<file path="src/rtl/fault_escalator.sv">
module fault_escalator #(
  parameter int VEC_W  = 8,
  parameter int ERR_W  = 32,
  parameter int DF_VEC = 8
) (
  input  logic             clk,
  input  logic             rst_n,
  input  logic             fault_valid,
  input  logic [VEC_W-1:0] fault_vector,
  input  logic [ERR_W-1:0] fault_code,
  input  logic             prot_mode,
  input  logic             disp_done,
  input  logic             disp_ok,
  input  logic             push_done,
  input  logic             push_ok,
  output logic             busy,
  output logic             ip_restore,
  output logic             prefix_clear,
  output logic             disp_req,
  output logic [VEC_W-1:0] disp_vector,
  output logic             push_req,
  output logic [ERR_W-1:0] push_code,
  output logic             core_reset_req,
  output logic [1:0]       nest_count
);

  typedef enum logic [1:0] {IDLE, DISPATCH, PUSH_ERR, DONE} st_t;

  st_t              state;
  logic [1:0]       cnt;
  logic [1:0]       cnt_inc;
  logic [VEC_W-1:0] vec_q;
  logic [VEC_W-1:0] vec_pick;
  logic [ERR_W-1:0] err_q;
  logic             push_q;
  logic             prep_q;
  logic             rst_q;

  function automatic logic has_code(input logic [VEC_W-1:0] v);
    case (v)
      VEC_W'(8), VEC_W'(10), VEC_W'(11), VEC_W'(12),
      VEC_W'(13), VEC_W'(14), VEC_W'(17): has_code = 1'b1;
      default: has_code = 1'b0;
    endcase
  endfunction

  assign cnt_inc  = cnt + 2'd1;
  assign vec_pick = (cnt_inc > 2'd1) ? VEC_W'(DF_VEC) : fault_vector;

  always_ff @(posedge clk) begin
    if (!rst_n) begin
      state  <= IDLE;
      cnt    <= 2'd0;
      vec_q  <= '0;
      err_q  <= '0;
      push_q <= 1'b0;
      prep_q <= 1'b0;
      rst_q  <= 1'b0;
    end else begin
      prep_q <= 1'b0;
      rst_q  <= 1'b0;
      case (state)
        IDLE: if (fault_valid) begin
          if (cnt_inc == 2'd3) begin
            rst_q <= 1'b1;
            cnt   <= 2'd0;
          end else begin
            cnt    <= cnt_inc;
            vec_q  <= vec_pick;
            err_q  <= fault_code;
            push_q <= has_code(vec_pick) && prot_mode;
            prep_q <= 1'b1;
            state  <= DISPATCH;
          end
        end
        DISPATCH: if (!prep_q && disp_done) begin
          if (!disp_ok)    state <= IDLE;
          else if (push_q) state <= PUSH_ERR;
          else             state <= DONE;
        end
        PUSH_ERR: if (push_done) state <= push_ok ? DONE : IDLE;
        DONE: begin
          cnt   <= 2'd0;
          state <= IDLE;
        end
        default: state <= IDLE;
      endcase
    end
  end

  assign busy           = (state != IDLE);
  assign ip_restore     = prep_q;
  assign prefix_clear   = prep_q;
  assign disp_req       = (state == DISPATCH) && !prep_q;
  assign disp_vector    = vec_q;
  assign push_req       = (state == PUSH_ERR);
  assign push_code      = err_q;
  assign core_reset_req = rst_q;
  assign nest_count     = cnt;

  a_r6_prep_before_req: assert property (@(posedge clk) disable iff (!rst_n)
    ip_restore |-> (prefix_clear && !disp_req) ##1 disp_req);

  a_r5_reset_quiet: assert property (@(posedge clk) disable iff (!rst_n)
    core_reset_req |-> (!busy && !ip_restore && nest_count == 2'd0));

  a_r5_never_three: assert property (@(posedge clk) disable iff (!rst_n)
    nest_count != 2'd3);

  a_r2_count_on_entry: assert property (@(posedge clk) disable iff (!rst_n)
    $rose(busy) |-> nest_count == $past(nest_count) + 2'd1);

  a_r3_double_vector: assert property (@(posedge clk) disable iff (!rst_n)
    (disp_req && nest_count > 2'd1) |-> disp_vector == VEC_W'(DF_VEC));

  a_r8_push_vector: assert property (@(posedge clk) disable iff (!rst_n)
    push_req |-> has_code(disp_vector));

  a_r12_req_busy: assert property (@(posedge clk) disable iff (!rst_n)
    (disp_req || push_req) |-> busy);

  a_r10_stable_while_busy: assert property (@(posedge clk) disable iff (!rst_n)
    (busy && $past(busy)) |-> $stable(disp_vector));

endmodule

</file>
<file path="config.mk">
export PLATFORM = sky130hd
export DESIGN_NAME = fault_escalator
export DESIGN_NICKNAME = d
export VERILOG_FILES = /design/src/rtl/fault_escalator.sv
export SDC_FILE = /design/constraint.sdc
export NUM_CORES = 1
export LEC_CHECK = 0
export ABC_CLOCK_PERIOD_IN_PS = 4400
export CAP_MARGIN = 0
export CORE_AREA = 5 5 64 66
export DETAILED_ROUTE_END_ITERATION = 8
export DIE_AREA = 0 0 69 71
export DONT_BUFFER_PORTS = 1
export MAX_ROUTING_LAYER = met4
export PLACE_DENSITY = 0.73
export SLEW_MARGIN = 20
export SYNTH_ARGS = -nofsm -noshare
export SYNTH_HDL_FRONTEND = slang
export SYNTH_SLANG_ARGS = --single-unit
</file>
<file path="constraint.sdc">
create_clock -name clk -period 4.4 [get_ports clk]
set_clock_uncertainty 0.15 [all_clocks]
set_input_delay 0.66 -clock clk [delete_from_list [all_inputs] [get_ports clk]]
set_output_delay 0.66 -clock clk [all_outputs]
set_load 0.05 [all_outputs]
</file>
* Word-level counts from Yosys, hierarchy flattened
Cells that the tools add are included.
Widths: inputs -> output; s select.
** Word-level totals
- Register bits :: 47
- Latch bits :: 0
- Bits in writable memories :: 0
- ROM bits :: 0
- Input bits :: 48
- Output and inout bits :: 48
- Memories :: 0
** Cells by class
- Add/subtract/negate cells :: 1
- Multipliers :: 0
- Divide/modulo/power cells :: 0
- Order comparisons :: 1
- Equal/unequal tests :: 15
- Shifts and indexed selects :: 0
- Multiplexer cells :: 19
- Bitwise gates (word level) :: 1
- Reduce and logical (&&, ||, !) cells :: 12
** Operator list (number)
- $eq 8x4->1 const B :: 6
- $mux 2 :: 8
- $eq 8x5->1 const B :: 1
- $mux 1 :: 8
- $mux 8 :: 1
- $ne 2x2->1 const B :: 4
- $pmux 2 s4 :: 1
- $reduce_or 7->1 :: 1
- $eq 2x2->1 const B :: 3
- $reduce_and 3->1 :: 2
- $pmux 2 s2 :: 1
- $reduce_and 4->1 :: 1
- $reduce_bool 2->1 :: 2
- $logic_and 1x1->1 :: 3
- $add 2x1->2 const B :: 1
- $eq 2x1->1 const B :: 1
- $gt 2x1->1 const B :: 1
- $logic_not 2->1 :: 1
- $reduce_and 2->1 :: 1
- $logic_not 1->1 :: 1
- $not 1->1 :: 1

* Longest topological paths before layout
Gate-level depths: netlist (run 1).
- Word-level depth :: 11
- Depth in mapped cells :: 8
- Depth with buffers taken out :: 6

* Worst setup path after synthesis (run 1)
OpenSTA, ideal clock, no wires.
- Path type :: register to output
- Start point :: register state[1]
- End point :: output port disp_req
- Data arrival time :: 1249 ps
- Required time :: 3590 ps
- Setup slack :: 2341 ps
- Stages on the path, launching flop included :: 4
- Buffers on the path :: 0
- Path through :: dfxtp_1 > inv_1 > nand2_1 > nor2_1
** Between the ends
- Longest elaborated chain between the ends :: 2
** RTL lines
- from (decl) :: RTL line 29 : st_t state;
- from (signal assigned) :: RTL line 81 : PUSH_ERR: if (push_done) state <= push_ok ? DONE : IDLE;
- $eq 2x1->1 :: RTL line 94 : assign disp_req = (state == DISPATCH) && !prep_q;
- $logic_and 1x1->1 :: RTL line 94
- to (decl) :: RTL line 19 : output logic disp_req,
Every way passes these cells.

* Worst setup path in the final report (run 1)
- Start point :: register cnt[0] (netlist: nest_count[0])
- End point :: register vec_q[5] (netlist: disp_vector[5])
** Between the ends
- Longest elaborated chain between the ends :: 4
- Elaborated cells between the ends (all ways) :: 6
- Classes of those cells :: add/sub (1); order compare (1); eq/ne (1); mux (1); bitwise (1); reduce/logical (1)
** RTL lines
- from (decl) :: RTL line 30 : logic [1:0] cnt;
- from (signal assigned) :: RTL line 68 : cnt <= cnt_inc;
- $add 2x1->2 (*) :: RTL line 47 : assign cnt_inc = cnt + 2'd1;
- $eq 2x2->1 :: RTL line 64 : if (cnt_inc == 2'd3) begin
- $not 1->1 (no source line)
- $reduce_and 3->1 (no source line)
- to (signal assigned) :: RTL line 69 : vec_q <= vec_pick;
- to (decl) :: RTL line 32 : logic [VEC_W-1:0] vec_q;
Every way passes the cells marked *; elsewhere a longest branch is shown, timed or not.
A chain may end at the register's enable or synchronous reset.

==> results of run 1 <==
==> synth_stat cells <==
master	n	area (um2)
and2b_2	1	8.760
nor3b_1	1	7.510
o31ai_1	1	7.510
nand4_1	1	6.260
nor3_2	1	10.01
nand2_1	78	292.8
or3_1	1	6.260
nand3_1	1	5.000
a22oi_1	2	15.01
buf_6	1	11.26
buf_2	5	25.02
nor3_1	2	10.01
nand2b_1	4	25.02
or2_2	1	6.260
buf_4	4	30.03
inv_1	6	22.52
nand2_2	1	6.260
and4_1	1	8.760
o32ai_1	1	8.760
dfxtp_1	47	940.9
a22o_1	1	8.760
nand3b_1	5	37.54
nor2_4	1	11.26
o21ai_0	5	25.02
a21boi_0	17	127.6
a2bb2oi_1	1	8.760
nor2b_1	2	12.51
a21oi_1	5	25.02
nor2_1	6	22.52
clkbuf_1	5	18.77
and2_1	1	6.260
a21boi_1	23	172.7
o211ai_1	1	7.510
and3_1	1	6.260
ha_1	3	37.54
==> power by group <==
| part | leakage, nW | internal, mW | switching, mW |
|---|---|---|---|
| registers | 0.385 | 0.474 | 0.202 |
| clock network | 0.0383 | 0.117 | 0.127 |
| logic | 0.332 | 0.0672 | 0.125 |
==> kinds of logic (layout without fill, tap and decap cells) <==
kind of cell	count (synthesis)	in the layout	synth area share, %
DFF	47	47	47.47
adders and majority gates	3	3	1.894
and+or+nand+nor	109	109	24.69
AOI/OAI and AO/OA	57	57	20.52
buffers and inverters	21	14	5.429
==> critical path: stages, from the launching register on <==
cell and delay, ns:
dfxtp_1 0.73, inv_1 0.14, ha_1 0.25, nand2b_1 0.20, nor3_4 0.53, buf_4 0.37, nand3b_1 0.10, a21boi_0 0.17
==> per-layer routing <==
metal,GRT usage (%),part of all wire [%],vias up
met1,20.77,43,633
met5,-,0,-
li1,-,-,761
met2,26.91,45,58
met4,5.206,1.2,0
met3,8.523,11,5
==> cells in the final DEF, fill, tap and decap left out, types with 2 or more instances in the layout <==
cell,n
clkbuf_4,5
ha_1,3
nor3_1,2
o21ai_0,5
dfxtp_1,47
inv_1,6
a21oi_1,5
nor2b_1,2
nand2_1,78
nor2_1,6
nand2b_1,4
a22oi_1,2
a21boi_1,23
a21boi_0,17
nand3b_1,5
==> registers in the layout (all words and copies together) (netlist names) <==
register / cells
state: 2
push_code: 32
nest_count: 2
ip_restore: 1
core_reset_req: 1
push_q: 1
disp_vector: 8
==> layout make-up <==
type	instances	area share [%]
clock buffer	6	2.022
sequential	47	46.08
multi-input combinational	169	46.02
timing repair buffer	1	0.3676
inverter	6	1.103
clock inverter	1	1.471
tap	48	2.941
==> stage by stage <==
step | instances | total power [mW] | cell area (um2) | utilization, %
after floorplan | 237 | 0.8542 | 1982 | -
after global routing | 278 | 1.180 | 2042 | 57.95
after global placement | 271 | 0.8772 | 1971 | 55.93
after CTS | 278 | 1.125 | 2042 | 57.95
after detailed placement | 271 | 0.8811 | 1971 | 55.93
final | 278 | 1.113 | 2042 | 57.95
==> final timing paths <==
kind,startpoint,to,slack (ns),depth (start not counted)
setup / recovery,nest_count[0]$_SDFFE_PN0P_,disp_vector[5]$_SDFFE_PN0P_,1.70,7
hold reg to reg,push_q$_SDFFE_PN0P_,push_q$_SDFFE_PN0P_,0.35,2
setup reg to reg,nest_count[0]$_SDFFE_PN0P_,disp_vector[5]$_SDFFE_PN0P_,1.70,7
hold / removal,fault_code[14],push_code[14]$_SDFFE_PN0P_,0.28,2
==> impl_metrics.py, run 1 <==
metrics = {
    "clocking": {
        "cts_hold_buffers": 0,
        "clkSlewWorstSetupHoldPaths_ns": 0.13,
        "root_buffer": "clkbuf_4",
        "cts_setup_buffers": 0,
        "cts_made_buffers": 5,
        "cts_tree": "built",
        "cts_max_level": 2,
        "max-clock-path-buffers": 2,
        "cts_num_sinks": 47,
        "clk_latency_ns": 0.34,
        "cts-resized-gates": 0,
    },
    "power_and_ir_drop": {
        "power.density_nw_per_um2": 544.9,
        "power_leakage_nw": 0.7550,
        "peakVddDrop_mv": 0.2338,
    },
    "floorplanning": {
        "dieArea_um2": 4899,
        "die_h_um": 71,
        "io_pins": 96,
        "initial_core_util_pct": 56.25,
        "fp.dieW_um": 69,
        "core_um2": 3523,
        "num_rows": 22,
    },
    "grt": {
        "grt_max_degree": 49,
        "grt_pass1_wl_um": 6858,
        "grt.total_usage_pct": 17.70,
        "gr-total-overflow": 0,
        "grt_pass1_vias": 1411,
        "antenna_found_initial": 0,
    },
    "timing": {
        "hold_viol": 0,
        "period_share_pct": 61.26,
        "maxSlewHeadroom_pct": 33.98,
        "setup_viol": 0,
        "fmax_mhz": 371.0,
        "worst_pin_slew_ns": 0.9890,
        "holdWs_ns": 0.2785,
        "layout_min_cycle_time_ns": 2.695,
        "rsz0062_at_grt": "no",
        "tns_ns": 0,
        "fin_ws_ns": 1.705,
        "drv_slew": 0,
    },
    "synthesis": {
        "synth-warning-count": 0,
        "synthCells": 237,
        "seq_area_frac_synth_pct": 47.47,
        "synth_fp_nets": 288,
        "syn_area_um2": 1982,
        "synth_cell_type_count": 35,
        "ys_seq_elements": 47,
        "syn_area_per_cell_um2": 8.362,
    },
    "critical_path": {
        "cp-start-kind": "register",
        "cp_max_fo": 21,
        "cp-end-kind": "register",
        "worst-setup-path-type": "register to register",
        "critical_path_required_ns": 4.52,
        "crit_arrival_ns": 2.82,
    },
    "status": {
        "status": "finished clean",
    },
    "placement": {
        "numPortBuffers": 0,
        "gp_congestion": 0.7670,
        "place_ws_ns": 1.697,
        "dp_hpwl_um": 2959,
    },
    "final_layout": {
        "syn2layout_area_growth_pct": 3.030,
        "drive_above_1_share_pct": 5.217,
        "final_nets": 281,
        "regArea_um2": 940.9,
        "multi_input_area_um2": 939.7,
        "fillers": 345,
        "diodes": 0,
    },
    "worst_hold_path": {
        "min_path_type": "primary input to register",
    },
    "routing": {
        "drtPass1Iterations": 4,
        "routed_wirelength_um": 4273,
        "vias_per_cell": 5.241,
        "drtIter0Drc": 92,
        "drcViolationCount": 0,
        "vias": 1457,
        "wl_per_cell_um": 15.37,
        "drtAntennaViolNets": 0,
    },
    "flow_run": {
        "maxCapViolCount": 0,
    },
}
(Power assumes the default switching activity.)
==> run 2: changes to the inputs <==
--- a/config.mk
+++ b/config.mk
@@ -5,7 +5,7 @@
 export SDC_FILE = /design/constraint.sdc
 export NUM_CORES = 1
 export LEC_CHECK = 0
-export ABC_CLOCK_PERIOD_IN_PS = 4400
+export ABC_CLOCK_PERIOD_IN_PS = 2500
 export CAP_MARGIN = 0
 export CORE_AREA = 5 5 64 66
 export DETAILED_ROUTE_END_ITERATION = 8
==> constraint.sdc (replaced) <==
create_clock -name clk -period 2.5 [get_ports clk]
set_clock_uncertainty 0.15 [all_clocks]
set_input_delay 0.375 -clock clk [delete_from_list [all_inputs] [get_ports clk]]
set_output_delay 0.375 -clock clk [all_outputs]
set_load 0.05 [all_outputs]
==> impl_metrics.py, run 2 (synthesized netlist as in run 1, its figures left out) <==
metrics = {
    "floorplanning": {
        "dieArea_um2": 4899,
        "die_h_um": 71,
        "io_pins": 96,
        "fp.dieW_um": 69,
        "initial_core_util_pct": 56.25,
        "core_um2": 3523,
        "num_rows": 22,
    },
    "status": {
        "status": "finished clean",
    },
    "clocking": {
        "cts_made_buffers": 5,
        "cts_hold_buffers": 27,
        "cts_setup_buffers": 0,
        "clkSlewWorstSetupHoldPaths_ns": 0.12,
        "cts_max_level": 2,
        "cts_tree": "built",
        "root_buffer": "clkbuf_4",
        "cts-resized-gates": 0,
        "cts_num_sinks": 47,
        "clk_latency_ns": 0.33,
        "max-clock-path-buffers": 2,
    },
    "critical_path": {
        "crit_arrival_ns": 1.45,
        "rr_startpoint": "nest_count[0]$_SDFFE_PN0P_",
        "cp-end-kind": "output port",
        "worst-setup-path-type": "register to output port",
        "worstPathBufferInverterCount": 1,
        "cp_top_family": "flip-flops",
        "slowest_stage": "dfxtp_1",
        "cp_cell_sequence": "nand2_1 -> nor2_1 -> buf_4",
        "startpoint": "state[0]$_SDFFE_PN0P_",
        "cp-start-kind": "register",
        "critical_path_required_ns": 1.98,
        "cp_max_fo": 11,
        "worst_path_largest_cell_delay_ns": 0.63,
    },
    "timing": {
        "maxSlewHeadroom_pct": 63.58,
        "layout_min_cycle_time_ns": 1.973,
        "holdWs_ns": 0.01729,
        "worst_pin_slew_ns": 0.5455,
        "period_share_pct": 78.92,
        "hold_viol": 0,
        "drv_slew": 0,
        "rsz0062_at_grt": "no",
        "tns_ns": 0,
        "fmax_mhz": 506.8,
        "setup_viol": 0,
    },
    "final_layout": {
        "layout_commonest_cell": "nand2_1",
        "drive_above_1_share_pct": 7.519,
        "final_nets": 316,
        "syn2layout_area_growth_pct": 19.57,
        "stdcell_count": 314,
        "final_cell_area_um2": 2370,
        "final_cell_mix": "nand2_1, dfxtp_1, dlygate4sd3_1",
        "diodes": 0,
        "largest_reg_flops": 32,
    },
    "routing": {
        "vias": 1646,
        "drtPass1Iterations": 7,
        "drcViolationCount": 0,
        "routed_wirelength_um": 4852,
        "drtAntennaViolNets": 0,
        "vias_per_cell": 5.242,
        "drtIter0Drc": 73,
        "wl_per_cell_um": 15.45,
    },
    "power_and_ir_drop": {
        "pwr-share-seq_pct": 59.7,
        "power.total_mw": 1.940,
        "switchingPower_uw": 818.9,
        "p_sw_share_pct": 42.21,
        "pwr-share-clk_pct": 17.0,
        "power_leakage_nw": 0.9033,
        "combPwrFrac_pct": 23.3,
        "power.density_nw_per_um2": 818.7,
        "peakVddDrop_mv": 0.4595,
        "p_int_mw": 1.121,
    },
    "worst_hold_path": {
        "min_path_type": "primary input to register",
        "hp-start": "rst_n",
    },
    "placement": {
        "dpl_cell_area_um2": 2036,
        "dpl.cell_count": 278,
        "dp_hpwl_um": 3138,
        "gp_congestion": 0.8044,
        "numPortBuffers": 0,
    },
    "grt": {
        "grt_max_degree": 49,
        "antenna_found_initial": 0,
        "grt_pass1_vias": 1601,
        "grt.total_usage_pct": 20.37,
        "gr-total-overflow": 0,
        "grt_pass1_wl_um": 7928,
    },
    "flow_run": {
        "maxCapViolCount": 0,
    },
}
run 2: path summary, 6_finish.rpt:
check                           slack [ns]  cells after the start                          to
worst min-delay path                  0.02                      1  nest_count[1]$_SDFFE_PN0P_
worst max register to register        0.53                      7  push_code[19]$_SDFFE_PN0P_
worst max-delay path                  0.53                      3                    disp_req
worst min register to register        0.33                      2         push_q$_SDFFE_PN0P_
run 2: power by group through the flow:
stage	logic (mW)	registers [mW]	clock network, mW
3_5_place_dp	0.413	1.18	0
5_1_grt	0.506	1.17	0.382
6_report	0.453	1.16	0.330
3_3_place_gp	0.406	1.17	0
2_1_floorplan	0.331	1.17	0
4_1_cts	0.448	1.16	0.344
run 2: area by class of cell:
class / count / area, um2
inverters: 6 / 22.52
clock buffers: 6 / 41.29
repair buffers: 36 / 352.8
clock inverters: 2 / 12.51
fillers: 304 / 1154
flip-flops and latches: 47 / 940.9
multi-input cells: 169 / 939.7
well taps: 48 / 60.06
run 2: metal layers:
metal  up-vias  global-route usage (%)  wire, um
met3         5                   6.392       419
met1       745                   23.23      1839
li1        833                       -         -
met5         -                       -         0
met4         0                   5.206        46
met2        63                   34.75      2548
run 2: worst register-to-register path, cell delays in order (launching register included):
cell and delay, ns:
dfxtp_1 0.36, inv_1 0.07, ha_1 0.22, nand2b_1 0.20, nor3_4 0.36, buf_4 0.31
nand2_1 0.10, a21boi_1 0.14
run 2: through the flow:
stage               worst slack [ns]  utilization (%)
floorplan                     0.5262                -
global placement              0.6578            57.78
detailed placement            0.5409            57.78
CTS                           0.5092            66.97
global route                  0.3055            67.26
finish                        0.5269            67.26
